### src/rtl/dpi_fmt_pkg.sv
package dpi_fmt_pkg;

  typedef struct packed {
    logic [3:0] out_fmt;   // [16:13]
    logic       vs_inv;    // [12]
    logic       hs_inv;    // [11]
    logic       de_inv;    // [10]
    logic [1:0] chroma;    // [9:8]
    logic [1:0] sel2;      // [7:6]
    logic [1:0] sel1;      // [5:4]
    logic [1:0] sel0;      // [3:2]
    logic [1:0] in_width;  // [1:0]
  } fmt_ctrl_t;

  localparam int CTRL_W = $bits(fmt_ctrl_t);

  localparam logic [3:0] FMT_RGB888 = 4'd5;
  localparam logic [3:0] FMT_YC422  = 4'd8;

  localparam logic [1:0] WID_30 = 2'd0;
  localparam logic [1:0] WID_24 = 2'd1;
  localparam logic [1:0] WID_18 = 2'd2;
  localparam logic [1:0] WID_16 = 2'd3;

  localparam logic [1:0] CHR_EVEN = 2'd0;
  localparam logic [1:0] CHR_ODD  = 2'd1;
  localparam logic [1:0] CHR_AVG  = 2'd2;

  // integration default: selectors 0/1/2, no inversion, RGB888, 24-bit input
  localparam fmt_ctrl_t CTRL_DEFAULT = '{out_fmt: FMT_RGB888, vs_inv: 1'b0,
    hs_inv: 1'b0, de_inv: 1'b0, chroma: CHR_EVEN, sel2: 2'd2, sel1: 2'd1,
    sel0: 2'd0, in_width: WID_24};

endpackage

### src/rtl/dpi_sync_norm.sv
module dpi_sync_norm #(
  parameter int N = 3
) (
  input  logic [N-1:0] sig_i,
  input  logic [N-1:0] inv_i,
  output logic [N-1:0] sig_o
);
  for (genvar g = 0; g < N; g++) begin : g_bit
    assign sig_o[g] = sig_i[g] ^ inv_i[g];
  end
endmodule

### src/rtl/dpi_comp_unpack.sv
module dpi_comp_unpack
  import dpi_fmt_pkg::*;
#(
  parameter int LANE_W = 10,
  parameter int CW     = 8
) (
  input  logic [3*LANE_W-1:0] pix_i,
  input  logic [1:0]          width_i,
  input  logic [2:0][1:0]     sel_i,
  output logic [2:0][CW-1:0]  comp_o
);
  localparam int BITS_WIDE   = CW - 2;
  localparam int BITS_NARROW = CW - 3;

  // left-align a bits-wide value, repeating its MSBs into the low bits
  function automatic logic [CW-1:0] widen(input logic [CW-1:0] v, input int bits);
    logic [CW-1:0] r;
    for (int i = 0; i < CW; i++) r[i] = v[bits - 1 - ((CW - 1 - i) % bits)];
    return r;
  endfunction

  logic [2:0][CW-1:0] lane_x;

  for (genvar g = 0; g < 3; g++) begin : g_lane
    localparam int B16 = (g == 1) ? BITS_WIDE : BITS_NARROW;
    logic [LANE_W-1:0] lane;
    assign lane = pix_i[g*LANE_W +: LANE_W];
    always_comb begin
      unique case (width_i)
        WID_30:  lane_x[g] = lane[LANE_W-1 -: CW];
        WID_24:  lane_x[g] = lane[CW-1:0];
        WID_18:  lane_x[g] = widen(lane[CW-1:0], BITS_WIDE);
        default: lane_x[g] = widen(lane[CW-1:0], B16);
      endcase
    end
  end

  for (genvar k = 0; k < 3; k++) begin : g_slot
    always_comb begin
      unique case (sel_i[k])
        2'd0:    comp_o[k] = lane_x[0];
        2'd1:    comp_o[k] = lane_x[1];
        2'd2:    comp_o[k] = lane_x[2];
        default: comp_o[k] = '0;
      endcase
    end
  end
endmodule

### src/rtl/dpi_chroma_pair.sv
module dpi_chroma_pair
  import dpi_fmt_pkg::*;
#(
  parameter int CW = 8
) (
  input  logic          clk_i,
  input  logic          rst_ni,
  input  logic [1:0]    mode_i,
  input  logic          de_in_i,   // corrected DE entering stage 1
  input  logic [CW-1:0] cb_in_i,   // Cb of the pixel entering stage 1
  input  logic          de_s1_i,
  input  logic [CW-1:0] cb_s1_i,
  input  logic [CW-1:0] cr_s1_i,
  output logic          odd_o,
  output logic [CW-1:0] chroma_o
);
  logic          odd_q;
  logic [CW-1:0] even_cr_q;
  logic          line_start;
  logic          has_mate;

  assign line_start = de_in_i & ~de_s1_i;
  assign has_mate   = de_in_i;     // stage 1 holds DE high, so no new line yet

  always_ff @(posedge clk_i or negedge rst_ni) begin
    if (!rst_ni) begin
      odd_q     <= 1'b0;
      even_cr_q <= '0;
    end else begin
      odd_q <= de_in_i & ~line_start & ~odd_q;
      if (de_s1_i && !odd_q) even_cr_q <= cr_s1_i;
    end
  end

  function automatic logic [CW-1:0] avg(input logic [CW-1:0] a, input logic [CW-1:0] b);
    logic [CW:0] s;
    s = {1'b0, a} + {1'b0, b} + {{CW{1'b0}}, 1'b1};
    return s[CW:1];
  endfunction

  always_comb begin
    if (!odd_q) begin
      unique case (mode_i)
        CHR_ODD: chroma_o = has_mate ? cb_in_i : cb_s1_i;
        CHR_AVG: chroma_o = has_mate ? avg(cb_s1_i, cb_in_i) : cb_s1_i;
        default: chroma_o = cb_s1_i;
      endcase
    end else begin
      unique case (mode_i)
        CHR_ODD: chroma_o = cr_s1_i;
        CHR_AVG: chroma_o = avg(even_cr_q, cr_s1_i);
        default: chroma_o = even_cr_q;
      endcase
    end
  end

  assign odd_o = odd_q;

  assert_parity_restart_R10: assert property (@(posedge clk_i) disable iff (!rst_ni)
    line_start |=> !odd_q);
  assert_parity_toggle_R6: assert property (@(posedge clk_i) disable iff (!rst_ni)
    (de_in_i && de_s1_i) |=> (odd_q != $past(odd_q)));
endmodule

### src/rtl/dpi_pix_fmt.sv
module dpi_pix_fmt
  import dpi_fmt_pkg::*;
#(
  parameter int LANE_W = 10,
  parameter int CW     = 8,
  localparam int IN_W  = 3 * LANE_W,
  localparam int OUT_W = 3 * CW
) (
  input  logic              clk_i,
  input  logic              rst_ni,
  input  logic [IN_W-1:0]   pix_i,
  input  logic              de_i,
  input  logic              hs_i,
  input  logic              vs_i,
  input  logic [CTRL_W-1:0] ctrl_i,
  output logic [OUT_W-1:0]  pix_o,
  output logic              de_o,
  output logic              hs_o,
  output logic              vs_o
);
  fmt_ctrl_t ctrl;
  assign ctrl = fmt_ctrl_t'(ctrl_i);

  logic [2:0] sync_n;  // {vs, hs, de} corrected
  dpi_sync_norm #(.N(3)) u_sync (
    .sig_i({vs_i, hs_i, de_i}),
    .inv_i({ctrl.vs_inv, ctrl.hs_inv, ctrl.de_inv}),
    .sig_o(sync_n)
  );

  logic [2:0][CW-1:0] comp_in;
  dpi_comp_unpack #(.LANE_W(LANE_W), .CW(CW)) u_unpack (
    .pix_i  (pix_i),
    .width_i(ctrl.in_width),
    .sel_i  ({ctrl.sel2, ctrl.sel1, ctrl.sel0}),
    .comp_o (comp_in)
  );

  // stage 1
  logic               de_s1, hs_s1, vs_s1;
  logic [2:0][CW-1:0] comp_s1;

  always_ff @(posedge clk_i or negedge rst_ni) begin
    if (!rst_ni) begin
      de_s1   <= 1'b0;
      hs_s1   <= 1'b0;
      vs_s1   <= 1'b0;
      comp_s1 <= '0;
    end else begin
      de_s1   <= sync_n[0];
      hs_s1   <= sync_n[1];
      vs_s1   <= sync_n[2];
      comp_s1 <= comp_in;
    end
  end

  logic          odd_s1;
  logic [CW-1:0] chroma;
  dpi_chroma_pair #(.CW(CW)) u_chroma (
    .clk_i   (clk_i),
    .rst_ni  (rst_ni),
    .mode_i  (ctrl.chroma),
    .de_in_i (sync_n[0]),
    .cb_in_i (comp_in[1]),
    .de_s1_i (de_s1),
    .cb_s1_i (comp_s1[1]),
    .cr_s1_i (comp_s1[2]),
    .odd_o   (odd_s1),
    .chroma_o(chroma)
  );

  logic [OUT_W-1:0] pix_nxt;
  always_comb begin
    pix_nxt = '0;
    if (de_s1) begin
      unique case (ctrl.out_fmt)
        FMT_RGB888: pix_nxt = {comp_s1[0], comp_s1[1], comp_s1[2]};
        FMT_YC422:  pix_nxt = {{(OUT_W-2*CW){1'b0}}, comp_s1[0], chroma};
        default:    pix_nxt = '0;
      endcase
    end
  end

  // stage 2
  always_ff @(posedge clk_i or negedge rst_ni) begin
    if (!rst_ni) begin
      pix_o <= '0;
      de_o  <= 1'b0;
      hs_o  <= 1'b0;
      vs_o  <= 1'b0;
    end else begin
      pix_o <= pix_nxt;
      de_o  <= de_s1;
      hs_o  <= hs_s1;
      vs_o  <= vs_s1;
    end
  end

  // cycles since reset, saturating at 2
  logic [1:0] age_q;
  always_ff @(posedge clk_i or negedge rst_ni) begin
    if (!rst_ni)          age_q <= '0;
    else if (age_q != 2'd2) age_q <= age_q + 2'd1;
  end

  assert_sync_latency_R2: assert property (@(posedge clk_i) disable iff (!rst_ni)
    (age_q == 2'd2) |-> (de_o == $past(sync_n[0], 2) && hs_o == $past(sync_n[1], 2)
                         && vs_o == $past(sync_n[2], 2)));
  assert_blank_R12: assert property (@(posedge clk_i) disable iff (!rst_ni)
    !de_o |-> (pix_o == '0));
  assert_unsupported_R11: assert property (@(posedge clk_i) disable iff (!rst_ni)
    (ctrl.out_fmt != FMT_RGB888 && ctrl.out_fmt != FMT_YC422) |=> (pix_o == '0));
  assert_yc_upper_R6: assert property (@(posedge clk_i) disable iff (!rst_ni)
    (ctrl.out_fmt == FMT_YC422) |=> (pix_o[OUT_W-1:2*CW] == '0));
  assert_odd_is_active_R10: assert property (@(posedge clk_i) disable iff (!rst_ni)
    odd_s1 |-> de_s1);
endmodule

### config.mk
export PLATFORM = sky130hd
export DESIGN_NAME = dpi_pix_fmt
export DESIGN_NICKNAME = d
export VERILOG_FILES = /design/src/rtl/dpi_fmt_pkg.sv /design/src/rtl/dpi_sync_norm.sv /design/src/rtl/dpi_comp_unpack.sv /design/src/rtl/dpi_chroma_pair.sv /design/src/rtl/dpi_pix_fmt.sv
export SDC_FILE = /design/constraint.sdc
export NUM_CORES = 1
export LEC_CHECK = 0
export ABC_AREA = 1
export ABC_CLOCK_PERIOD_IN_PS = 2500
export BUFFER_PORTS_ARGS = -buffer_cell sky130_fd_sc_hd__buf_2
export CORE_MARGIN = 10
export CORE_UTILIZATION = 57
export CTS_CLUSTER_DIAMETER = 120
export DETAILED_ROUTE_END_ITERATION = 10
export PLACE_DENSITY = 0.85
export SLEW_MARGIN = 20
export SYNTH_ARGS = -nofsm -noshare
export SYNTH_HDL_FRONTEND = slang
export SYNTH_SLANG_ARGS = --single-unit
### constraint.sdc
create_clock -name clk_i -period 2.5 [get_ports clk_i]
set_clock_uncertainty 0.15 [all_clocks]
set_input_delay 0.5 -clock clk_i [delete_from_list [all_inputs] [get_ports clk_i]]
set_output_delay 0.5 -clock clk_i [all_outputs]
set_load 0.02 [all_outputs]
# After elaboration in Yosys (flattened, before gate mapping)
# Index checks and enable logic that the tools add are counted.
# op_classes
add_sub_neg	4
n_mul	0
n_div	0
order_cmp	0
eq_ne	12
shift	0
n_mux	13
bitwise_logic	9
n_reduce_logical	6
# op_table
operator	count
8-bit one-hot mux with 3 select lines	5
24-bit one-hot mux with 2 select lines	1
8-bit one-hot mux with 2 select lines	3
24-bit two-way mux	1
8-bit two-way mux	3
8-bit by 8-bit adder with 9-bit output	2
9-bit by 1-bit adder with 9-bit output, second input constant	2
2-bit by 1-bit == test with 1-bit output, second input constant	5
2-bit == test, second input constant	5
2-bit logical NOT	4
4-bit by 3-bit == test with 1-bit output, second input constant	1
4-bit == test, second input constant	1
1-bit bitwise AND	3
1-bit inverter	3
1-bit XOR	3
1-bit logical AND	1
1-bit logical NOT	1
# totals
reg_bits	63
latchBits	0
ram_bits	0
mem_bits_ro	0
in_bits	52
wordCells	56
mem_count	0

# Longest topological paths before layout
# depth
ltp_word	10
mapped_depth	24
depth_no_buf	23

# Cells and area by module
# From an unflattened synthesis, not the netlist that was laid out.
# hier_totals
cells_unflattened	677
hier_area_um2	4628.2
# modules_own_cells
module	instances	cells_each	area_each_um2	seq_area_each_um2
dpi_pix_fmt	1	149	1846.8	1351.3
dpi_chroma_pair	1	270	1567.8	225.2
dpi_comp_unpack	1	243	1157.4	0.0
dpi_sync_norm	1	15	56.3	0.0

# Worst setup path before layout
# Ideal clock, no wire load.
# synth_path
path_type	input-to-reg
from	in ctrl_i[0]
to	reg pix_o[7]
setup_time_ns	0.117
t_arrival_ns	2.730
t_required_ns	2.233
slack_ns	-0.497
cell_stages	21
path_buffers	2
path_cell_list	buf_6 -> inv_6 -> nor2_4 -> buf_6 -> inv_2 -> o2111ai_2 -> o21ai_2 -> o211ai_2 -> ha_1 -> a21oi_1 -> nor2_1 -> a211oi_1 -> nand2_1 -> nand2_1 -> nand3_1 -> nand3_1 -> nand2_1 -> o21ai_1 -> nand2_1 -> nand2_1 -> nand2_1
# synth_rtl
item	line_no	text
from (decl)	dpi_pix_fmt.sv:15	input logic [CTRL_W-1:0] ctrl_i,
to (signal assigned)	dpi_pix_fmt.sv:92	pix_o <= pix_nxt;
to (decl)	dpi_pix_fmt.sv:16	output logic [OUT_W-1:0] pix_o,

==> results by group <==
Place
  • GPL Wtd Cong: ~0.95
  • PortBufs: 78
  • Placed cell area: 0.00552 mm2
  • DP Worst Slack: -0.674 ns
  • DP HPWL: 11600 um

Pwr
  • Pleak: 0.00335 uW
  • PwrDens: just under 600 mW/mm2
  • Max VDD drop: 409 uV
  • Total power: 3760 uW

Clock network
  • Clk Latency, worst-skew pair: 0.35 ns
  • CTS tree: done
  • CTS clock-pin slew for the worst setup and hold paths: 0.09 ns
  • Clock Sinks: 63
  • Root Driver: clkbuf_8
  • Post-CTS Hold Buffers: 0
  • Clock Path Buffers: 2
  • Total CTS buffers: 9
  • H-tree levels: 3

Global routing
  • Largest net degree at the start of global routing: 64
  • Total global-route track usage: 0.287
  • Global-route wire length before repair: between 20000 and 30000 um
  • Via count of the first global-routing pass: 5447
  • Overflow after GRT: 0
  • Initial antenna violation count: 0

Final layout
  • Post-route cell area: 0.00632 mm2
  • Fill cell count: 404
  • Share of cells above drive strength 1: 0.390
  • Nets: 861
  • Util after Layout: 0.858
  • Area grow syn2layout: 44.6%

Synth
  • Post-synthesis xor/xnor area fraction: 0.00601
  • Simple-gate share of the synthesized area: 0.322
  • Ys Warns: 0
  • Sequential cell area fraction in the yosys report: 0.360
  • Adder-cell area share of the yosys netlist: 0.0503
  • Mux contribution to synthesized area: 0.00772
  • Main combinational cell family by area after synthesis: simple AND/OR/NAND/NOR gates
  • Synth Area in Compound Gates: 0.166
  • Mapped Area: approximately 0.0044 mm2
  • Synthesized area per cell: 7.30 um2
  • Post-Syn Nets: 668
  • Yosys cell types: 49
  • Seq cells post-synth: 63
  • Mapped Cells: 599

Detailed routing
  • Via/cell ratio: 6.12
  • Post-DR wirelength/cell: 19.5 um
  • Initial DRC count: 655
  • Vias: approximately 5500
  • Drc violations: 0
  • 1st-pass router iterations: 7
  • Final wirelength: 17500 um
  • Post-route ant nets: 0

Timing
  • Slew Limit Fails: 0
  • Worst rel slew slack: 0.531
  • Final Hold Viols: 7
  • Period minus WS final: 3.00 ns
  • Final setup viols: 8
  • Hold WS: -0.00717 ns
  • RSZ-0062 raised after global routing: true
  • Tightest Pin Transition: 0.703 ns
  • Final WS setup: -0.505 ns
  • Final period util: 1.20
  • Fmax: approximately 330 MHz

Worst setup path
  • Worst-path maximum fanout: 5
  • CP startpoint kind: input port
  • Worst EP arrival: 3.09 ns
  • Critical path type: input port to flip-flop
  • Internal reg-to-reg setup slack: -0.11 ns
  • CP Capture Type: flip-flop
  • Critical Path RT: 2.59 ns

Run status
  • Violated checks: negative hold slack, negative setup slack
  • Status: finished, violations left

Floorplanning
  • Io pins: 79
  • Row count: 31
  • Starting Density: 0.594
  • Die area: 0.0116 mm2
  • DIE WIDTH: 108 um
  • Die Ht: 108 um
  • Core area: between 0.007 and 0.008 mm2

Flow run
  • Max-Cap Viols: 0

Hold path
  • Hold WC Path Type: input port to async pin
registers in the layout, indices dropped and copies added (netlist names):
| signal | count |
|---|---|
| vs_s1 | 1 |
| u_chroma.even_cr_q | 8 |
| vs_o | 1 |
| comp_s1 | 24 |
| de_s1 | 1 |
| hs_o | 1 |
| u_chroma.odd_o | 1 |
| pix_o | 24 |
| de_o | 1 |
| hs_s1 | 1 |
where the power goes:
group | internal (uW) | switching [uW] | total (uW)
clock network | 767 | 445 | 1210
logic | 574 | 796 | 1370
registers | 1100 | 74.9 | 1180
cells in the final DEF (no fill, tap or decap), types with 6 or more instances in the layout:
cell | Yosys | final
clkbuf_8 | 0 | 9
nor2_1 | 39 | 36
ha_1 | 16 | 12
dfrtp_1 | 63 | 63
a21oi_1 | 28 | 23
nand4_1 | 6 | 6
nand2_1 | 195 | 183
inv_1 | 62 | 61
o211ai_1 | 22 | 22
o21ai_0 | 29 | 23
buf_4 | 2 | 112
o21ai_2 | 2 | 6
o22ai_1 | 12 | 11
nand3_2 | 8 | 14
nand2_2 | 13 | 24
o21ai_1 | 8 | 10
buf_2 | 3 | 76
nand3_1 | 33 | 26
cell families after synthesis:
group / Yosys count
AND/OR/NAND/NOR: 309
AO/OA/AOI/OAI: 116
buffers and inverters: 88
flip-flops: 63
adder cells (fa/ha/maj): 17
XOR/XNOR: 3
multiplexers: 3
synth_stat cells, drive strengths merged:
cell type  count  area (um2)
a211oi         1        7.51
a21boi         2        18.8
a21oi         28         140
a221oi         1        8.76
a22oi          3        22.5
a31oi          1        6.26
and3           1        6.26
buf           10        86.3
clkbuf         8        30.0
clkinv         1        3.75
dfrtp         63        1580
fa             1        20.0
ha            16         200
inv           69         267
mux2           3        33.8
nand2        213         878
nand3         42         263
nand4          7        50.1
nor2          43         190
nor3           1        5.00
o2111ai        1        15.0
o211ai        25         203
o21ai         39         203
o21bai         1        7.51
o221ai         1        8.76
o22ai         12        75.1
o2bb2ai        1        8.76
or2            2        15.0
xnor2          1        8.76
xor2           2        17.5
timing repair:
item / 4_1_cts / 5_1_grt
gates resized for setup: 41 / 20
setup buffers: 31 / 6
cloned: 3 / 0
endpoints found under the setup margin: 8 / 10
pin swaps: 26 / 24
path summary, 6_finish.rpt:
path / start / end / cells after the start
worst max-delay path: ctrl_i[0] / pix_o[4] / 20
worst min-delay path: rst_ni / pix_o[16] / 2
worst max register to register: comp_s1[17] / pix_o[7] / 17
worst min register to register: hs_s1 / hs_o / 0
max in group asynchronous: rst_ni / vs_o / 2
min in group clk_i: hs_i / hs_s1 / 2
metal layers:
| metal | global-route usage | vias to the layer above | part of all wire | routed length [um] |
|---|---|---|---|---|
| li1 | - | 2360 | - | - |
| met1 | 0.337 | 2481 | 0.34 | 5990 |
| met2 | 0.469 | 492 | 0.46 | 8060 |
| met3 | 0.0701 | 161 | 0.13 | 2230 |
| met4 | 0.165 | 0 | 0.072 | 1260 |
| met5 | 0 | - | 0 | 0 |
critical path: stages:
cell	delay, ns
buf_8	0.08
buf_12	0.14
inv_8	0.04
buf_4	0.12
o211ai_1	0.21
o21ai_1	0.13
o211ai_1	0.31
ha_1	0.36
nand2_1	0.17
inv_1	0.10
a21boi_2	0.17
nand2_1	0.07
nand2_1	0.06
nand3_1	0.15
nand3_1	0.14
nand2_1	0.09
nand2_1	0.07
nand2_1	0.06
nand2_1	0.07
nand2_1	0.06
stage by stage:
step / TNS [ns] / instances
CTS: -1.06 / 894
global route: -3.20 / 896
global placement: -3.92 / 844
finish: -2.61 / 897
detailed placement: -4.37 / 844
floorplan: -0.766 / 599
area by class of cell:
class / instances / area (um2) / share of cell area
Clock inverter: 7 / 145 / 0.0229
Timing Repair Buffer: 199 / 1420 / 0.225
Inverter: 70 / 283 / 0.0447
Multi-Input combinational cell: 449 / 2650 / 0.419
Tap cell: 99 / 124 / 0.0196
Clock buffer: 9 / 124 / 0.0196
Sequential cell: 63 / 1580 / 0.249
Antenna cell: 1 / 2.50 / 0.000396
Note: power is estimated with default switching activity, not from simulation.
